`src/rtl/owfm_pkg.sv`:
```
package owfm_pkg;
   localparam int SLOT_BITS  = 8;
   localparam int FRAME_BITS = SLOT_BITS + 2;

   typedef enum logic [1:0] {
      OP_RESET = 2'd0,
      OP_WBYTE = 2'd1,
      OP_RBYTE = 2'd2,
      OP_WBIT  = 2'd3
   } owfm_op_e;

   localparam logic [SLOT_BITS-1:0] RESET_PATTERN = 8'hF0;
   localparam logic [SLOT_BITS-1:0] SLOT_ONE      = 8'hFF;
   localparam logic [SLOT_BITS-1:0] SLOT_ZERO     = 8'h00;
endpackage

```
`src/rtl/owfm_tick.sv`:
```
module owfm_tick #(
   parameter int DIV_FAST = 54,
   parameter int DIV_SLOW = 651
) (
   input  logic clk,
   input  logic rst_n,
   input  logic slow,
   input  logic clr,
   output logic tick
);
   localparam int CW = $clog2(DIV_SLOW + 1);

   logic [CW-1:0] cnt;
   logic [CW-1:0] lim;

   assign lim  = slow ? CW'(DIV_SLOW - 1) : CW'(DIV_FAST - 1);
   assign tick = (cnt == lim) && !clr;

   always_ff @(posedge clk or negedge rst_n) begin
      if (!rst_n)    cnt <= '0;
      else if (clr)  cnt <= '0;
      else if (tick) cnt <= '0;
      else           cnt <= cnt + 1'b1;
   end
endmodule

```
`src/rtl/owfm_tx.sv`:
```
module owfm_tx
   import owfm_pkg::*;
#(
   parameter int OVS = 16
) (
   input  logic                 clk,
   input  logic                 rst_n,
   input  logic                 go,
   input  logic [SLOT_BITS-1:0] din,
   input  logic                 tick,
   output logic                 active,
   output logic                 line
);
   localparam int SW = $clog2(OVS);
   localparam int BW = $clog2(FRAME_BITS);

   logic [SW-1:0]        sub;
   logic [BW-1:0]        bitn;
   logic [SLOT_BITS:0]   sh;

   always_ff @(posedge clk or negedge rst_n) begin
      if (!rst_n) begin
         active <= 1'b0;
         line   <= 1'b1;
         sub    <= '0;
         bitn   <= '0;
         sh     <= '1;
      end else if (go) begin
         active <= 1'b1;
         line   <= 1'b0;
         sub    <= '0;
         bitn   <= '0;
         sh     <= {1'b1, din};
      end else if (active && tick) begin
         if (sub == SW'(OVS - 1)) begin
            sub <= '0;
            if (bitn == BW'(FRAME_BITS - 1)) begin
               active <= 1'b0;
               line   <= 1'b1;
            end else begin
               line <= sh[0];
               sh   <= {1'b1, sh[SLOT_BITS:1]};
               bitn <= bitn + 1'b1;
            end
         end else begin
            sub <= sub + 1'b1;
         end
      end
   end
endmodule

```
`src/rtl/owfm_rx.sv`:
```
module owfm_rx
   import owfm_pkg::*;
#(
   parameter int OVS         = 16,
   parameter int SYNC_STAGES = 2
) (
   input  logic                 clk,
   input  logic                 rst_n,
   input  logic                 arm,
   input  logic                 tick,
   input  logic                 bus_in,
   output logic                 done,
   output logic [SLOT_BITS-1:0] data,
   output logic                 ferr
);
   localparam int SW   = $clog2(OVS);
   localparam int HALF = OVS / 2;
   localparam int NW   = $clog2(SLOT_BITS);

   typedef enum logic [2:0] {RX_OFF, RX_HUNT, RX_START, RX_DATA, RX_STOP} rx_st_e;

   rx_st_e               st;
   logic [SW-1:0]        sub;
   logic [NW-1:0]        nbit;
   logic [SLOT_BITS-1:0] sh;
   logic                 rs;

   generate
      if (SYNC_STAGES == 0) begin : g_nosync
         assign rs = bus_in;
      end else begin : g_sync
         logic [SYNC_STAGES-1:0] sr;
         always_ff @(posedge clk or negedge rst_n) begin
            if (!rst_n) sr <= '1;
            else        sr <= {sr[SYNC_STAGES-1:0], bus_in} >> 0;
         end
         assign rs = sr[SYNC_STAGES-1];
      end
   endgenerate

   always_ff @(posedge clk or negedge rst_n) begin
      if (!rst_n) begin
         st   <= RX_OFF;
         sub  <= '0;
         nbit <= '0;
         sh   <= '0;
         done <= 1'b0;
         data <= '0;
         ferr <= 1'b0;
      end else begin
         done <= 1'b0;
         if (arm) begin
            st <= RX_HUNT;
         end else begin
            case (st)
               RX_HUNT: if (tick && !rs) begin
                  st  <= RX_START;
                  sub <= '0;
               end
               RX_START: if (tick) begin
                  if (sub == SW'(HALF - 1)) begin
                     sub  <= '0;
                     nbit <= '0;
                     st   <= rs ? RX_HUNT : RX_DATA;
                  end else begin
                     sub <= sub + 1'b1;
                  end
               end
               RX_DATA: if (tick) begin
                  if (sub == SW'(OVS - 1)) begin
                     sub <= '0;
                     sh  <= {rs, sh[SLOT_BITS-1:1]};
                     if (nbit == NW'(SLOT_BITS - 1)) st <= RX_STOP;
                     else                            nbit <= nbit + 1'b1;
                  end else begin
                     sub <= sub + 1'b1;
                  end
               end
               RX_STOP: if (tick) begin
                  if (sub == SW'(OVS - 1)) begin
                     sub  <= '0;
                     st   <= RX_OFF;
                     done <= 1'b1;
                     data <= sh;
                     ferr <= !rs;
                  end else begin
                     sub <= sub + 1'b1;
                  end
               end
               default: st <= RX_OFF;
            endcase
         end
      end
   end
endmodule

```
`src/rtl/owfm_seq.sv`:
```
module owfm_seq
   import owfm_pkg::*;
(
   input  logic                 clk,
   input  logic                 rst_n,
   input  logic                 cmd_start,
   input  owfm_op_e             cmd_op,
   input  logic [SLOT_BITS-1:0] cmd_data,
   input  logic                 tx_active,
   input  logic                 rx_done,
   input  logic [SLOT_BITS-1:0] rx_data,
   input  logic                 rx_ferr,
   output logic                 tx_go,
   output logic [SLOT_BITS-1:0] tx_val,
   output logic                 rate_slow,
   output logic                 busy,
   output logic                 done,
   output logic                 presence,
   output logic                 frame_err,
   output logic [SLOT_BITS-1:0] rd_data
);
   localparam int LW = $clog2(SLOT_BITS + 1);

   typedef enum logic [1:0] {S_IDLE, S_LAUNCH, S_WAIT} seq_st_e;

   seq_st_e              st;
   owfm_op_e             op_q;
   logic [SLOT_BITS-1:0] sh;
   logic [SLOT_BITS-1:0] acc;
   logic [SLOT_BITS-1:0] got_byte;
   logic [LW-1:0]        left;
   logic                 got;
   logic                 ferr_acc;
   logic                 slot_one;
   logic                 slot_end;
   logic [SLOT_BITS-1:0] acc_nxt;

   assign tx_go    = (st == S_LAUNCH);
   assign tx_val   = (op_q == OP_RESET) ? RESET_PATTERN : (sh[0] ? SLOT_ONE : SLOT_ZERO);
   assign slot_one = (got_byte == SLOT_ONE);
   assign slot_end = (st == S_WAIT) && got && !tx_active;
   assign acc_nxt  = {slot_one, acc[SLOT_BITS-1:1]};

   always_ff @(posedge clk or negedge rst_n) begin
      if (!rst_n) begin
         st        <= S_IDLE;
         op_q      <= OP_RESET;
         sh        <= '0;
         acc       <= '0;
         got_byte  <= '0;
         left      <= '0;
         got       <= 1'b0;
         ferr_acc  <= 1'b0;
         rate_slow <= 1'b0;
         busy      <= 1'b0;
         done      <= 1'b0;
         presence  <= 1'b0;
         frame_err <= 1'b0;
         rd_data   <= '0;
      end else begin
         done <= 1'b0;
         case (st)
            S_IDLE: if (cmd_start) begin
               op_q     <= cmd_op;
               busy     <= 1'b1;
               ferr_acc <= 1'b0;
               st       <= S_LAUNCH;
               case (cmd_op)
                  OP_RESET: begin
                     rate_slow <= 1'b1;
                     left      <= LW'(1);
                     sh        <= RESET_PATTERN;
                  end
                  OP_WBYTE: begin
                     left <= LW'(SLOT_BITS);
                     sh   <= cmd_data;
                  end
                  OP_RBYTE: begin
                     left <= LW'(SLOT_BITS);
                     sh   <= SLOT_ONE;
                  end
                  default: begin
                     left <= LW'(1);
                     sh   <= cmd_data;
                  end
               endcase
            end
            S_LAUNCH: begin
               got <= 1'b0;
               st  <= S_WAIT;
            end
            S_WAIT: begin
               if (rx_done) begin
                  got      <= 1'b1;
                  got_byte <= rx_data;
                  ferr_acc <= ferr_acc | rx_ferr;
               end
               if (slot_end) begin
                  acc  <= acc_nxt;
                  sh   <= {1'b1, sh[SLOT_BITS-1:1]};
                  left <= left - 1'b1;
                  if (op_q == OP_RESET) begin
                     rate_slow <= 1'b0;
                     presence  <= (got_byte != RESET_PATTERN);
                  end
                  if (left == LW'(1)) begin
                     st        <= S_IDLE;
                     busy      <= 1'b0;
                     done      <= 1'b1;
                     frame_err <= ferr_acc;
                     if (op_q == OP_RBYTE) rd_data <= acc_nxt;
                  end else begin
                     st <= S_LAUNCH;
                  end
               end
            end
            default: st <= S_IDLE;
         endcase
      end
   end
endmodule

```
`src/rtl/owfm_master.sv`:
```
module owfm_master
   import owfm_pkg::*;
#(
   parameter int DIV_FAST    = 54,
   parameter int DIV_SLOW    = 651,
   parameter int OVS         = 16,
   parameter int SYNC_STAGES = 2
) (
   input  logic       clk,
   input  logic       rst_n,
   input  logic       cmd_start,
   input  logic [1:0] cmd_op,
   input  logic [7:0] cmd_data,
   output logic       bus_drive_low,
   input  logic       bus_in,
   output logic       busy,
   output logic       done,
   output logic       presence,
   output logic [7:0] rd_data,
   output logic       frame_err
);
   generate
      if (DIV_FAST < 1) begin : g_bad_fast
         $error("DIV_FAST must be at least 1");
      end
      if (DIV_SLOW <= DIV_FAST) begin : g_bad_slow
         $error("DIV_SLOW must exceed DIV_FAST");
      end
      if (OVS < 4 || (OVS % 2) != 0) begin : g_bad_ovs
         $error("OVS must be even and at least 4");
      end
      if (SYNC_STAGES == 1) begin : g_bad_sync
         $error("SYNC_STAGES must be 0 or at least 2");
      end
   endgenerate

   logic                 tick;
   logic                 tx_go;
   logic [SLOT_BITS-1:0] tx_val;
   logic                 tx_active;
   logic                 tx_line;
   logic                 rx_done;
   logic [SLOT_BITS-1:0] rx_data;
   logic                 rx_ferr;
   logic                 rate_slow;

   assign bus_drive_low = !tx_line;

   owfm_tick #(.DIV_FAST(DIV_FAST), .DIV_SLOW(DIV_SLOW)) u_tick (
      .clk(clk), .rst_n(rst_n), .slow(rate_slow), .clr(tx_go), .tick(tick)
   );

   owfm_tx #(.OVS(OVS)) u_tx (
      .clk(clk), .rst_n(rst_n), .go(tx_go), .din(tx_val), .tick(tick),
      .active(tx_active), .line(tx_line)
   );

   owfm_rx #(.OVS(OVS), .SYNC_STAGES(SYNC_STAGES)) u_rx (
      .clk(clk), .rst_n(rst_n), .arm(tx_go), .tick(tick), .bus_in(bus_in),
      .done(rx_done), .data(rx_data), .ferr(rx_ferr)
   );

   owfm_seq u_seq (
      .clk(clk), .rst_n(rst_n), .cmd_start(cmd_start), .cmd_op(owfm_op_e'(cmd_op)),
      .cmd_data(cmd_data), .tx_active(tx_active), .rx_done(rx_done),
      .rx_data(rx_data), .rx_ferr(rx_ferr), .tx_go(tx_go), .tx_val(tx_val),
      .rate_slow(rate_slow), .busy(busy), .done(done), .presence(presence),
      .frame_err(frame_err), .rd_data(rd_data)
   );
endmodule

```
`config.mk`:
```
export PLATFORM = sky130hd
export DESIGN_NAME = owfm_master
export DESIGN_NICKNAME = d
export VERILOG_FILES = /design/src/rtl/owfm_pkg.sv /design/src/rtl/owfm_tick.sv /design/src/rtl/owfm_tx.sv /design/src/rtl/owfm_rx.sv /design/src/rtl/owfm_seq.sv /design/src/rtl/owfm_master.sv
export SDC_FILE = /design/constraint.sdc
export NUM_CORES = 1
export LEC_CHECK = 0
export CAP_MARGIN = 15
export CORE_AREA = 2 2 111 156
export CTS_CLUSTER_SIZE = 24
export DETAILED_ROUTE_END_ITERATION = 8
export DIE_AREA = 0 0 113 158
export GPL_TIMING_DRIVEN = 0
export PLACE_DENSITY = 0.46
export SLEW_MARGIN = 25
export SYNTH_ARGS = -nofsm -noshare
export SYNTH_HDL_FRONTEND = slang
export SYNTH_SLANG_ARGS = --single-unit
export TNS_END_PERCENT = 20
```
`constraint.sdc`:
```
create_clock -name clk -period 2.9 [get_ports clk]
set_input_delay 0.435 -clock clk [delete_from_list [all_inputs] [get_ports clk]]
set_output_delay 0.435 -clock clk [all_outputs]
set_load 0.02 [all_outputs]
```
After elaboration in Yosys (flattened, before gate mapping). Cells that the tools add are included.

Add/subtract/negate cells: 6. Equality and inequality tests: 40. Mux-type cells: 80. Bitwise gates (word level): 2. Reductions and logical operators: 41.

Operator list (count): $mux W4 (15); $mux W3 (14); $mux W9 (4); $mux W8 (4); $pmux W8 S2 (2); $mux W10 (3); $mux W1 (26); $ne A3 B2 Y1 const B (8); $reduce_and A3 Y1 (6); $ne A2 B1 Y1 const B (8); $reduce_and A4 Y1 (4); $add A4 B1 Y4 const B (3); $eq A4 B4 Y1 const B (3); $ne A2 B2 Y1 const B (6); $pmux W3 S4 (1); $pmux W4 S3 (1); $reduce_and A2 Y1 (6); $reduce_bool A2 Y1 (6); $add A10 B1 Y10 const B (1); $eq A10 B10 Y1 (1); $reduce_and A5 Y1 (2); $eq A8 B8 Y1 const B (1); $ne A8 B8 Y1 const B (1); $pmux W1 S2 (4); 22 further kinds (39).

Flip-flop bits (word level): 106. Bits of input ports: 14. Output and inout port bits: 13.

Longest topological paths before layout.
Word-level depth: 7. Mapped depth: 7. Gate-level depth less buffers: 7.

Cells and area by module. Synthesis repeated with hierarchy kept, for this count alone.

Cell total of the unflattened synthesis: 481. Area, all modules: 5272.6 um^2.

Modules (own cells, without submodules): owfm_seq (times used 1, cells each 190, area each 2137.0 um^2, sequential area each 1151.1 um^2); owfm_rx (times used 1, cells each 120, area each 1436.4 um^2, sequential area each 753.2 um^2); owfm_tx (times used 1, cells each 115, area each 1098.6 um^2, sequential area each 461.7 um^2); owfm_tick (times used 1, cells each 55, area each 596.8 um^2, sequential area each 250.2 um^2); owfm_master (times used 1, cells each 1, area each 3.8 um^2, sequential area each 0.0 um^2).

Least setup slack after synthesis. Ideal clock, no wire load.

Path type: register -> register. Start point: register u_tick.cnt[0]. End point: register u_rx.sh[0]. Library setup time: 0.125 ns. Arrival: 2.015 ns. Required time: 2.775 ns. Slack: 0.761 ns. Cell stages (with the launch flop): 7. Path buffers: 1. Period minus slack after synthesis: 2.139 ns. Path through: dfrtp_1 nand4bb_4 or2_1 o32ai_4 and4_1 buf_6 mux2_2.

Cells in the longest elaborated chain, start to end: 3.

Ends and longest elaborated chain: start, declared (RTL line owfm_tick.sv:13) `logic [CW-1:0] cnt;`; start signal, assigned (RTL line owfm_tick.sv:23) `else cnt <= cnt + 1'b1;`; $eq A10 B10 Y1 (RTL line owfm_tick.sv:17) `assign tick = (cnt == lim) && !clr;`; $logic_and A1 B1 Y1 (RTL line owfm_tick.sv:17); $reduce_and A4 Y1 (no source line); end signal, assigned (RTL line owfm_rx.sv:72) `sh <= {rs, sh[SLOT_BITS-1:1]};`; end, declared (RTL line owfm_rx.sv:25) `logic [SLOT_BITS-1:0] sh;`.

No other way between the ends. A chain may end at the register's enable or synchronous reset.

Worst setup path in the final report.
Start point: register u_tick.cnt[0]. End point: register u_rx.sh[1].

Same word-level chain as after synthesis.

==> flow_summary.ini <==
[status]
status = complete, but fails checks
violations = DRC

[routing]
antenna_left = 0
wl_per_cell_um = 14.7
routed_wl_um = 9860
firstDrtPassIters = 6
dr_total_vias = 3291
vias_per_cell = 4.89
drtIter0Drc = 156
drc_errors = 3

[sta]
slew_headroom_pct = 59.9
period_minus_slack_ns = 2.43
hold_slack_ns = 0.0134
worstMarginPinSlew_ns = 0.601
slew_violations = 0
fmax_mhz = 412
setup_violations = 0
finClkSkew_ns = 0.0103
hold_viol_final = 0
period_share_pct = 83.8
rsz0062_at_grt = false

[clocking]
clockBufferDepth = 2
clock_sinks = 104
htree_levels = 3
ctsHoldBuffers = 0
cts_resized = 0
cts_root_buf = clkbuf_16
clock_latency_ns = 0.35
clk_pin_slew_worst_paths_ns = 0.07
cts_tree = yes
numCtsBuffers = 9
post_cts_buffers = 0

[power_and_ir_drop]
switching_share_pct = 30.9
clockPowerShare_pct = 32.9
powerDensity_nw_per_um2 = 683
cellLeakagePower_nw = 2.61
p_switching_mw = 1.21
ir_drop_v = 0.000266
pwr-share-seq_pct = 47.1
total_power_mw = 3.92
internal_power_mw = 2.71
p_comb_share_pct = 20.0

[global_route]
grt_pass1_vias = 3404
grt_start_max_net_pins = 61
track_usage_pct = 11.9
grt_first_pass_wirelength_um = 17000
grt_overflow_total = 0
antenna_found_initial = 0

[placement]
numPortBuffers = 26
place_congestion = 0.760
dp_cells = 657
dp_hpwl_um = 7080

[synthesis]
synthArstFlopShare_pct = 100
avgSynthCellArea_um2 = 11.4
synth.area.top_cells = dfrtp_1 (48%), mux2_2 (10%), dfstp_2 (5.9%)
synth_nets = 452
synth_top_area_cell = dfrtp_1
yosysWarningCount = 0
synth-main-ff-cell = dfrtp_1
yosysUniqueCellTypes = 62
synth.ff_latch_count = 104
syn_inst = 427
ys_seq_area_share_pct = 53.8
yosysTopAreaCellShare_pct = 47.8
synth_area_um2 = 4870
synth-edff-count = 0

[final_layout]
antenna_cells = 0
fin_nets = 490
fin_cells = 673
drive_gt1_share_pct = 19.4
final_util_pct = 34.7
nFillCells = 1657
area_growth_pct = 17.9

[floorplanning]
initial_utilization_pct = 29.4
num_rows = 56
core_area_um2 = 16500
io_pins = 27
fp.dieW_um = 113
die_area_um2 = 17900
die_h_um = 158

[flow_run]
max_cap_violations = 0

[critical_path]
worst_ep_arrival_time_ns = 2.66
ff2ff_path_depth = 6
crit_required_ns = 3.13
cp-start-kind = flip-flop
rrSetupSlack_ns = 0.47
path_max_fanout = 10
crit_type = reg2reg
crit_path_end_kind = flip-flop

[min_path]
min_path_type = in2async
-- registers in the layout (all words and copies together) (netlist names), 2 cells and up --
register,cells
u_tick.cnt,10
u_rx.data,8
u_rx.sh,8
u_seq.got_byte,8
u_seq.rd_data,8
u_seq.sh,8
u_tx.sh,8
u_seq.acc,7
u_rx.sub,4
u_seq.left,4
u_tx.bitn,4
u_tx.sub,4
u_rx.nbit,3
u_rx.st,3
u_rx.g_sync.sr,2
u_seq.op_q,2
u_seq.st,2
-- cell type report --
type	instances	area (µm²)	share of cell area, %
Timing Repair Buffer	27	289	5.04
Clock inverter	7	97.6	1.70
Inverter	12	45.0	0.785
Buffer	15	68.8	1.20
Clock buffer	9	225	3.93
Tap cell	203	254	4.43
Sequential cell	104	2620	45.6
Multi-Input combinational cell	296	2140	37.3
-- placed cells by master (no fill, tap or decap), types with 12 or more instances in the layout --
cell and n:
a21oi_1 20, clkdlybuf4s50_1 25, dfrtp_1 93, inv_1 12, mux2_2 43, nand2_1 36
nand3_1 13, nor2_1 34, o21ai_0 25
-- synth_stat cells, types with 4 or more instances --
master / n
a21oi_1: 20
o21ai_0: 25
nand2_1: 36
a31oi_1: 4
nand4_1: 5
mux2i_1: 8
dfrtp_1: 93
ha_1: 11
nand3_1: 13
nor3_1: 5
or3_1: 5
nand2b_1: 6
nor3b_1: 4
nor2_1: 34
and2_1: 5
nand3b_1: 4
dfstp_2: 11
xor2_1: 8
inv_1: 12
mux2_2: 43
nor2b_1: 6
clkbuf_1: 11
-- worst max-delay path, cell delays in order, from the launching register on --
cell	delay (ns)
dfrtp_1	0.42
nand4bb_4	0.26
or2_1	0.26
o32ai_4	0.56
and4_1	0.32
buf_6	0.15
mux2_2	0.34
-- kinds of logic (layout without fill, tap and decap cells) --
family                     after synthesis  in the layout  synth area share [%]
AOI/OAI and AO/OA                       79             79                  11.1
DFF                                    104            104                  53.8
buffers and inverters                   27             70                  2.34
xor gates and xnor gates                11             11                  1.98
and+or+nand+nor                        144            144                  16.4
adders and majority gates               11             11                  2.83
muxes                                   51             51                  11.6
-- metal layers --
metal	part of all wire [%]	up-vias	GRT usage, %
met5	0	-	0
met4	1.9	0	4.88
met3	1.7	12	1.72
met2	53	35	21.3
met1	43	1632	14.3
li1	-	1612	-
-- power by group through the flow --
stage	sequential, mW	combinational [mW]	clock, mW
floorplan	1.83	0.557	0
global placement	1.87	0.772	0
detailed placement	1.87	0.795	0
CTS	1.85	0.798	1.34
global route	1.87	0.889	1.40
finish	1.85	0.782	1.29
-- worst paths after layout --
check / end / from
min in group clk: u_rx.g_sync.sr[1] / u_rx.g_sync.sr[0]
setup reg to reg: u_rx.sh[1] / u_tick.cnt[0]
hold / removal: u_tick.cnt[4] / rst_n
max in group asynchronous: u_tx.sh[3] / rst_n
setup / recovery: u_rx.sh[1] / u_tick.cnt[0]
hold reg to reg: u_rx.g_sync.sr[1] / u_rx.g_sync.sr[0]
-- per-stage QoR --
step | setup TNS (ns) | cell area [µm²] | worst slack [ns]
3_3_place_gp | -258.73 | 5380 | -2.63
5_1_grt | 0 | 5740 | 0.326
6_report | 0 | 5740 | 0.471
3_5_place_dp | 0 | 5410 | 0.454
4_1_cts | 0 | 5730 | 0.435
2_1_floorplan | 0 | 4870 | 0.761
No activity file was read; power rests on OpenSTA's default activity.
